## config.mk

```make
export PLATFORM = sky130hd
export DESIGN_NAME = tmr_ccp_channel
export DESIGN_NICKNAME = d
export VERILOG_FILES = /design/src/rtl/ccp_pkg.sv /design/src/rtl/ccp_counter.sv /design/src/rtl/ccp_capture.sv /design/src/rtl/ccp_pwm.sv /design/src/rtl/tmr_ccp_channel.sv
export SDC_FILE = /design/constraint.sdc
export NUM_CORES = 1
export LEC_CHECK = 0
export BUFFER_PORTS_ARGS = -buffer_cell sky130_fd_sc_hd__buf_2
export CORE_UTILIZATION = 55
export CTS_CLUSTER_DIAMETER = 100
export DETAILED_ROUTE_END_ITERATION = 6
export PLACE_DENSITY = 0.78
export REMOVE_ABC_BUFFERS = 1
export SLEW_MARGIN = 40
export SYNTH_ARGS = -nofsm -noshare
export SYNTH_HDL_FRONTEND = slang
export SYNTH_HIERARCHICAL = 1
export SYNTH_SLANG_ARGS = --single-unit
```

## constraint.sdc

```tcl
create_clock -name clk -period 2.77 [get_ports clk]
set_clock_uncertainty 0.05 [all_clocks]
set_input_delay 0.554 -clock clk [delete_from_list [all_inputs] [get_ports clk]]
set_output_delay 0.554 -clock clk [all_outputs]
set_load 0.05 [all_outputs]
```

## src/rtl/ccp_pkg.sv

```systemverilog
package ccp_pkg;
  localparam int unsigned AW = 3;
  typedef logic [AW-1:0] ccp_addr_t;
  localparam ccp_addr_t A_CTRL = 3'd0;
  localparam ccp_addr_t A_STAT = 3'd1;
  localparam ccp_addr_t A_PERH = 3'd2;
  localparam ccp_addr_t A_PERL = 3'd3;
  localparam ccp_addr_t A_CHH  = 3'd4;
  localparam ccp_addr_t A_CHL  = 3'd5;
  localparam ccp_addr_t A_CNTH = 3'd6;
  localparam ccp_addr_t A_CNTL = 3'd7;
  typedef enum logic [1:0] {
    EDGE_NONE = 2'b00,
    EDGE_RISE = 2'b01,
    EDGE_FALL = 2'b10,
    EDGE_BOTH = 2'b11
  } edge_sel_t;
endpackage

```

## src/rtl/ccp_counter.sv

```systemverilog
module ccp_counter #(
  parameter int unsigned CW = 16
) (
  input  logic          clk,
  input  logic          rst,
  input  logic [CW-1:0] period,
  output logic [CW-1:0] cnt,
  output logic          wrap
);
  assign wrap = (cnt >= period);

  always_ff @(posedge clk) begin
    if (rst)       cnt <= '0;
    else if (wrap) cnt <= '0;
    else           cnt <= cnt + 1'b1;
  end

  p_wrap_zero_r1: assert property (@(posedge clk) disable iff (rst)
    wrap |=> (cnt == '0));
  p_step_r1: assert property (@(posedge clk) disable iff (rst)
    (!wrap && !$past(rst)) |=> (cnt == $past(cnt) + 1'b1));
endmodule

```

## src/rtl/ccp_capture.sv

```systemverilog
module ccp_capture #(
  parameter int unsigned SYNC = 2
) (
  input  logic                clk,
  input  logic                rst,
  input  logic                pin,
  input  ccp_pkg::edge_sel_t  edge_sel,
  output logic                evt
);
  logic [SYNC-1:0] sync_q;
  logic            prev_q;
  logic            rise, fall;

  always_ff @(posedge clk) begin
    if (rst) begin
      sync_q <= '0;
      prev_q <= 1'b0;
    end else begin
      sync_q <= {sync_q[SYNC-2:0], pin};
      prev_q <= sync_q[SYNC-1];
    end
  end

  assign rise = sync_q[SYNC-1] & ~prev_q;
  assign fall = ~sync_q[SYNC-1] & prev_q;
  assign evt  = (rise & edge_sel[0]) | (fall & edge_sel[1]);

  p_no_edge_r3: assert property (@(posedge clk) disable iff (rst)
    (edge_sel == ccp_pkg::EDGE_NONE) |-> !evt);
endmodule

```

## src/rtl/ccp_pwm.sv

```systemverilog
module ccp_pwm (
  input  logic clk,
  input  logic rst,
  input  logic en,
  input  logic tov,
  input  logic maxd,
  input  logic wrap,
  input  logic match,
  output logic out,
  output logic maxd_eff
);
  always_ff @(posedge clk) begin
    if (rst) begin
      out      <= 1'b0;
      maxd_eff <= 1'b0;
    end else begin
      if (wrap) maxd_eff <= maxd & ~tov;
      if (!en)                          out <= 1'b0;
      else if (wrap)                    out <= tov ? ~out : 1'b1;
      else if (match && !tov && !maxd_eff) out <= 1'b0;
    end
  end

  p_maxd_hold_r9: assert property (@(posedge clk) disable iff (rst)
    (maxd_eff && !tov && en) |=> out);
  p_tov_stable_r8: assert property (@(posedge clk) disable iff (rst)
    (en && tov && !wrap) |=> $stable(out));
  p_idle_low_r2: assert property (@(posedge clk) disable iff (rst)
    !en |=> !out);
endmodule

```

## src/rtl/tmr_ccp_channel.sv

```systemverilog
module tmr_ccp_channel #(
  parameter int unsigned CW          = 16,
  parameter int unsigned SYNC_STAGES = 2
) (
  input  logic              clk,
  input  logic              rst,
  input  logic              bus_wr,
  input  logic              bus_rd,
  input  logic [2:0]        bus_addr,
  input  logic [CW/2-1:0]   bus_wdata,
  output logic [CW/2-1:0]   bus_rdata,
  input  logic              cap_pin,
  output logic              pwm_out
);
  import ccp_pkg::*;
  localparam int unsigned BW = CW / 2;

  logic [BW-1:0] ctrl;
  logic [CW-1:0] period, ch_reg, cnt;
  logic          chf, ovf, rd_lock, wr_lock;
  logic          wrap, edge_evt, cap_evt, match_evt, maxd_eff;
  logic [1:0]    mode;
  logic          cap_mode;
  logic          wr_chh, wr_chl, rd_chh, rd_chl, wr_stat;

  assign mode     = ctrl[1:0];
  assign cap_mode = (mode == 2'b00);
  assign wr_chh   = bus_wr && (bus_addr == A_CHH);
  assign wr_chl   = bus_wr && (bus_addr == A_CHL);
  assign rd_chh   = bus_rd && (bus_addr == A_CHH);
  assign rd_chl   = bus_rd && (bus_addr == A_CHL);
  assign wr_stat  = bus_wr && (bus_addr == A_STAT);

  ccp_counter #(.CW(CW)) u_cnt (
    .clk(clk), .rst(rst), .period(period), .cnt(cnt), .wrap(wrap));

  ccp_capture #(.SYNC(SYNC_STAGES)) u_cap (
    .clk(clk), .rst(rst), .pin(cap_pin),
    .edge_sel(edge_sel_t'(ctrl[3:2])), .evt(edge_evt));

  assign cap_evt   = cap_mode && edge_evt && !rd_lock;
  assign match_evt = !cap_mode && !wr_lock && (cnt == ch_reg);

  ccp_pwm u_pwm (
    .clk(clk), .rst(rst), .en(!cap_mode), .tov(ctrl[4]), .maxd(ctrl[5]),
    .wrap(wrap), .match(match_evt), .out(pwm_out), .maxd_eff(maxd_eff));

  always_ff @(posedge clk) begin
    if (rst) begin
      ctrl   <= '0;
      period <= '1;
    end else if (bus_wr) begin
      case (bus_addr)
        A_CTRL: ctrl <= bus_wdata;
        A_PERH: period[CW-1:BW] <= bus_wdata;
        A_PERL: period[BW-1:0]  <= bus_wdata;
        default: ;
      endcase
    end
  end

  always_ff @(posedge clk) begin
    if (wr_chh)       ch_reg[CW-1:BW] <= bus_wdata;
    else if (wr_chl)  ch_reg[BW-1:0]  <= bus_wdata;
    else if (cap_evt) ch_reg          <= cnt;
  end

  always_ff @(posedge clk) begin
    if (rst) begin
      rd_lock <= 1'b0;
      wr_lock <= 1'b0;
      chf     <= 1'b0;
      ovf     <= 1'b0;
    end else begin
      if (rd_chh && cap_mode) rd_lock <= 1'b1;
      else if (rd_chl)        rd_lock <= 1'b0;
      if (wr_chh && !cap_mode) wr_lock <= 1'b1;
      else if (wr_chl)         wr_lock <= 1'b0;
      if (cap_evt || match_evt)      chf <= 1'b1;
      else if (wr_stat && !bus_wdata[0]) chf <= 1'b0;
      if (wrap)                          ovf <= 1'b1;
      else if (wr_stat && !bus_wdata[1]) ovf <= 1'b0;
    end
  end

  always_ff @(posedge clk) begin
    if (rst) bus_rdata <= '0;
    else if (bus_rd) begin
      case (bus_addr)
        A_CTRL:  bus_rdata <= ctrl;
        A_STAT:  bus_rdata <= {{(BW-2){1'b0}}, ovf, chf};
        A_PERH:  bus_rdata <= period[CW-1:BW];
        A_PERL:  bus_rdata <= period[BW-1:0];
        A_CHH:   bus_rdata <= ch_reg[CW-1:BW];
        A_CHL:   bus_rdata <= ch_reg[BW-1:0];
        A_CNTH:  bus_rdata <= cnt[CW-1:BW];
        default: bus_rdata <= cnt[BW-1:0];
      endcase
    end
  end

  p_rdlock_r4: assert property (@(posedge clk) disable iff (rst)
    (rd_lock && !wr_chh && !wr_chl) |=> $stable(ch_reg));
  p_wrlock_flag_r5: assert property (@(posedge clk) disable iff (rst)
    (wr_lock && !cap_mode && !chf) |=> !chf);
  p_flag_src_r6: assert property (@(posedge clk) disable iff (rst)
    $rose(chf) |-> $past(cap_evt || match_evt));
  p_ovf_src_r1: assert property (@(posedge clk) disable iff (rst)
    $rose(ovf) |-> $past(wrap));
endmodule

```

==> qor.tcl <==
set qor(result_of_the_run) {finished clean}
set qor(clock.fmax_mhz) 408.0
set qor(synth-seq-area-share_pct) 37.97
set qor(yosys.area_share.xor_xnor_pct) 5.538
set qor(antenna_found_initial) 0
set qor(worst_pin_slew_ns) 0.5262
set qor(maxSlewHeadroom_pct) 64.92
set qor(detail-route-antenna-nets) 0
set qor(cts.htree.levels) 3
set qor(fraction_of_layout_cells_with_a_size_suffix_above_1_pct) 20.81
set qor(design.portCount) 25
set qor(post_cts_resize_count) 0
set qor(synth_seq_cells) 73
set qor(syn-mean-instance-area_um2) 9.427
set qor(clock_latency_on_the_worst_skew_pair_ns) 0.36
set qor(floorplan.initialDensity_pct) 57.95
set qor(clock_tree.root_cell) {sky130_fd_sc_hd__clkbuf_8}
set qor(cts_inserted_buffers) 9
set qor(synth_compound_gate_area_share_pct) 15.03
set qor(area_of_the_die_um2) 8121
set qor(vias_per_cell) 6.436
set qor(worstPathCellList) {inv_1 > ha_1 > and3_4 > or4b_4 > o31ai_4 > or3_1 > a21oi_1 > nor4bb_1}
set qor(syn-instance-count) 453
set qor(postSynth.asyncResetShare_pct) 0
set qor(final-hold-violation-count) 0
set qor(fp.dieW_um) 90.12
set qor(final_min_period_over_clock_period_pct) 88.48
set qor(clock_edge_transition_at_the_registers_on_the_reported_setup_and_hold_paths_ns) 0.09
set qor(layout.nets) 523
set qor(detailed_place_hpwl_um) 9075
set qor(synth_top_family_by_area) {simple AND/OR/NAND/NOR gates}
set qor(yosysTopAreaCell) {sky130_fd_sc_hd__dfxtp_1}
set qor(cts.sink_count) 73
set qor(power.density_nw_per_um2) 507.6
set qor(cap_violations) 0
set qor(die-height_um) 90.12
set qor(fin_setup_tns_ns) 0
set qor(synth_largest_type_area_fraction_pct) 26.72
set qor(synth_top_cells_by_area) {sky130_fd_sc_hd__dfxtp_1 27%, sky130_fd_sc_hd__edfxtp_1 11%, sky130_fd_sc_hd__ha_1 5.0%, sky130_fd_sc_hd__nand2_1 4.7%, sky130_fd_sc_hd__mux2_2 4.0%}
set qor(mostFrequentLayoutCell) {sky130_fd_sc_hd__dfxtp_1}
set qor(post_synth_and_or_nand_nor_area_fraction_pct) 24.70
set qor(cpPeakStageDelay_ns) 0.47
set qor(globalRoute.totalOverflow) 0
set qor(most-common-layout-cells) {57 x sky130_fd_sc_hd__dfxtp_1, 54 x sky130_fd_sc_hd__nand2_1, 24 x sky130_fd_sc_hd__inv_1, 24 x sky130_fd_sc_hd__buf_2, 22 x sky130_fd_sc_hd__buf_4}
set qor(worst_path_max_delay_cell) {sky130_fd_sc_hd__or4b_4}
set qor(cts-hold-fix-buffers) 0
set qor(post_cts.repair.setup_buffers) 0
set qor(post_synth_instance_area_um2) 4270
set qor(max_vdd_drop_v) 0.0002761
set qor(clock_tree_from_tritoncts) {yes}
set qor(drt_first_pass_iters) 6
set qor(critical_path.startpoint_type) {register}
set qor(timing_worst_setup_path_type) {reg2reg}
set qor(grt_max_degree) 31
set qor(synth_fa_ha_area_share_pct) 4.981
set qor(core_area_um2) 7370
set qor(r2r_end) {u_pwm/out}
set qor(worst_hold_path.num_cells) 2
set qor(core.rowCount) 31
set qor(area_grow_syn2layout_pct) 12.25
set qor(final-setup-viol-count) 0
set qor(timing.critical_path.fanout_max) 5
set qor(antenna_cells) 0
set qor(synth_mux_area_share_pct) 6.622
set qor(hold_path_end) {u_cap/sync_q[0]}
set qor(total_power_w) 0.002433
set qor(timing.hold.worst.start) {cap_pin}
set qor(first_pass_grt_wire_length_um) 19750
set qor(r2r-start) {period[9]}
set qor(grt_setup_unrepaired) {no}
set qor(crit_family) {simple AND/OR/NAND/NOR gates}
set qor(number_of_buffers_between_clock_root_and_the_deepest_sink) 2
set qor(numPortBuffers) 24
set qor(grt_use_total_pct) 31.54
set qor(detail_route.wirelength_um) 12270
set qor(routed-via-count) 3823
set qor(first_iter_violations) 496
set qor(timing.critical_path.depth) 8
set qor(worst-endpoint-arrival_ns) 2.66
set qor(yosys.cell_types.count) 74
set qor(critical_path.endpoint_type) {register}
set qor(power.static_leakage_nw) 2.043
set qor(rr_worst_depth) 8
set qor(final.min_clock_period_ns) 2.451
set qor(final-max-slew-violation-count) 0
set qor(post-route-drc-count) 0
set qor(timing.hold.worst.class) {in2reg}
set qor(critPathBufInv) 1
set qor(yosys_warnings) 6
set qor(fill_cells) 614
set qor(post_synth_edffs) 16
set qor(wl_per_cell_um) 20.65
set qor(timing.hold.ws_ns) 0.3444
set qor(setup.reg_to_reg.worst_slack_ns) 0.32
set qor(grt_pass1_vias) 3580
set qor(dominantRegCellSynth) {sky130_fd_sc_hd__dfxtp_1}
set qor(gp_congestion) 1.002
set qor(required_ns) 2.98
## worst max path at each step
stage | to | slack (ns) | startpoint
6_report | u_pwm/out | 0.32 | period[9]
3_5_place_dp | u_pwm/out | 0.37 | period[9]
3_3_place_gp | u_pwm/maxd_eff | 0.47 | u_cnt/cnt[0]
2_1_floorplan | u_pwm/out | 0.10 | u_cnt/cnt[13]
4_1_cts | u_pwm/out | 0.35 | period[9]
5_1_grt | u_pwm/out | 0.25 | period[7]
## through the flow
stage	utilization (%)	setup WS (ns)	area (µm²)	cells
after global routing	65.04	0.2490	4793	594
after global placement	61.78	0.4710	4553	578
after detailed placement	61.78	0.3725	4553	578
final	65.04	0.3190	4793	594
after CTS	65.04	0.3495	4793	594
after floorplan	-	0.1004	4144	433
## layout make-up
class,instances,area (µm²),share of cell area [%]
clock buffer,12,166.4,3.472
timing repair buffer,46,285.3,5.951
clock inverter,4,73.82,1.540
inverter,25,93.84,1.958
tap,99,123.9,2.584
multi-input combinational,335,2429,50.67
sequential,73,1622,33.83
## synthesized netlist by cell type (3+ instances only)
cell	number
sky130_fd_sc_hd__buf_4	4
sky130_fd_sc_hd__nor3_2	5
sky130_fd_sc_hd__nand2_1	54
sky130_fd_sc_hd__xnor2_1	19
sky130_fd_sc_hd__a21o_1	3
sky130_fd_sc_hd__buf_6	4
sky130_fd_sc_hd__or3_1	6
sky130_fd_sc_hd__nand4_1	6
sky130_fd_sc_hd__a211o_1	3
sky130_fd_sc_hd__a21oi_1	19
sky130_fd_sc_hd__nand3b_1	16
sky130_fd_sc_hd__dfxtp_1	57
sky130_fd_sc_hd__a2bb2oi_1	4
sky130_fd_sc_hd__mux2_2	15
sky130_fd_sc_hd__a2111oi_2	3
sky130_fd_sc_hd__nand3_1	11
sky130_fd_sc_hd__o2bb2ai_1	3
sky130_fd_sc_hd__o21a_1	3
sky130_fd_sc_hd__o21ai_0	7
sky130_fd_sc_hd__nand2b_1	11
sky130_fd_sc_hd__mux2i_1	8
sky130_fd_sc_hd__ha_1	17
sky130_fd_sc_hd__a221oi_1	7
sky130_fd_sc_hd__edfxtp_1	16
sky130_fd_sc_hd__and2b_1	3
sky130_fd_sc_hd__nor2_1	19
sky130_fd_sc_hd__clkbuf_1	7
sky130_fd_sc_hd__nor4_2	6
sky130_fd_sc_hd__xor2_1	8
sky130_fd_sc_hd__nor4_1	12
sky130_fd_sc_hd__nor3_1	8
sky130_fd_sc_hd__o32ai_1	6
sky130_fd_sc_hd__o21ai_1	9
sky130_fd_sc_hd__nor2b_1	5
sky130_fd_sc_hd__inv_1	24
sky130_fd_sc_hd__buf_2	4
## where the power goes
group / switching, W / internal, W
sequential: 0.0000262 / 0.00112
clock: 0.000417 / 0.000587
combinational: 0.000184 / 0.000103
total: 0.000626 / 0.00181
## metal layers
layer  wire length [µm]  vias up  part of all wire [%]  GRT usage [%]
met5                  0        -                     0              0
met1               5208     1813                    42          44.55
met4                404        0                   3.3          11.42
li1                   -     1732                     -              -
met2               5430      236                    44          47.96
met3               1222       42                    10          5.838
## kinds of logic (layout without fill, tap and decap cells)
kind of cell,Yosys count,count (layout)
xor+xnor,27,27
mux,25,25
buf+inv,45,87
simple gates,181,181
compound gates,85,85
flops,73,73
fa+ha+maj,17,17
## worst register-to-register path: stages, from the launching register on
cell and delay [ns]:
sky130_fd_sc_hd__dfxtp_1 0.42, sky130_fd_sc_hd__inv_1 0.07, sky130_fd_sc_hd__ha_1 0.30, sky130_fd_sc_hd__and3_4 0.19
sky130_fd_sc_hd__or4b_4 0.47, sky130_fd_sc_hd__o31ai_4 0.20, sky130_fd_sc_hd__or3_1 0.29, sky130_fd_sc_hd__a21oi_1 0.07
sky130_fd_sc_hd__nor4bb_1 0.29
(Power assumes the default switching activity.)
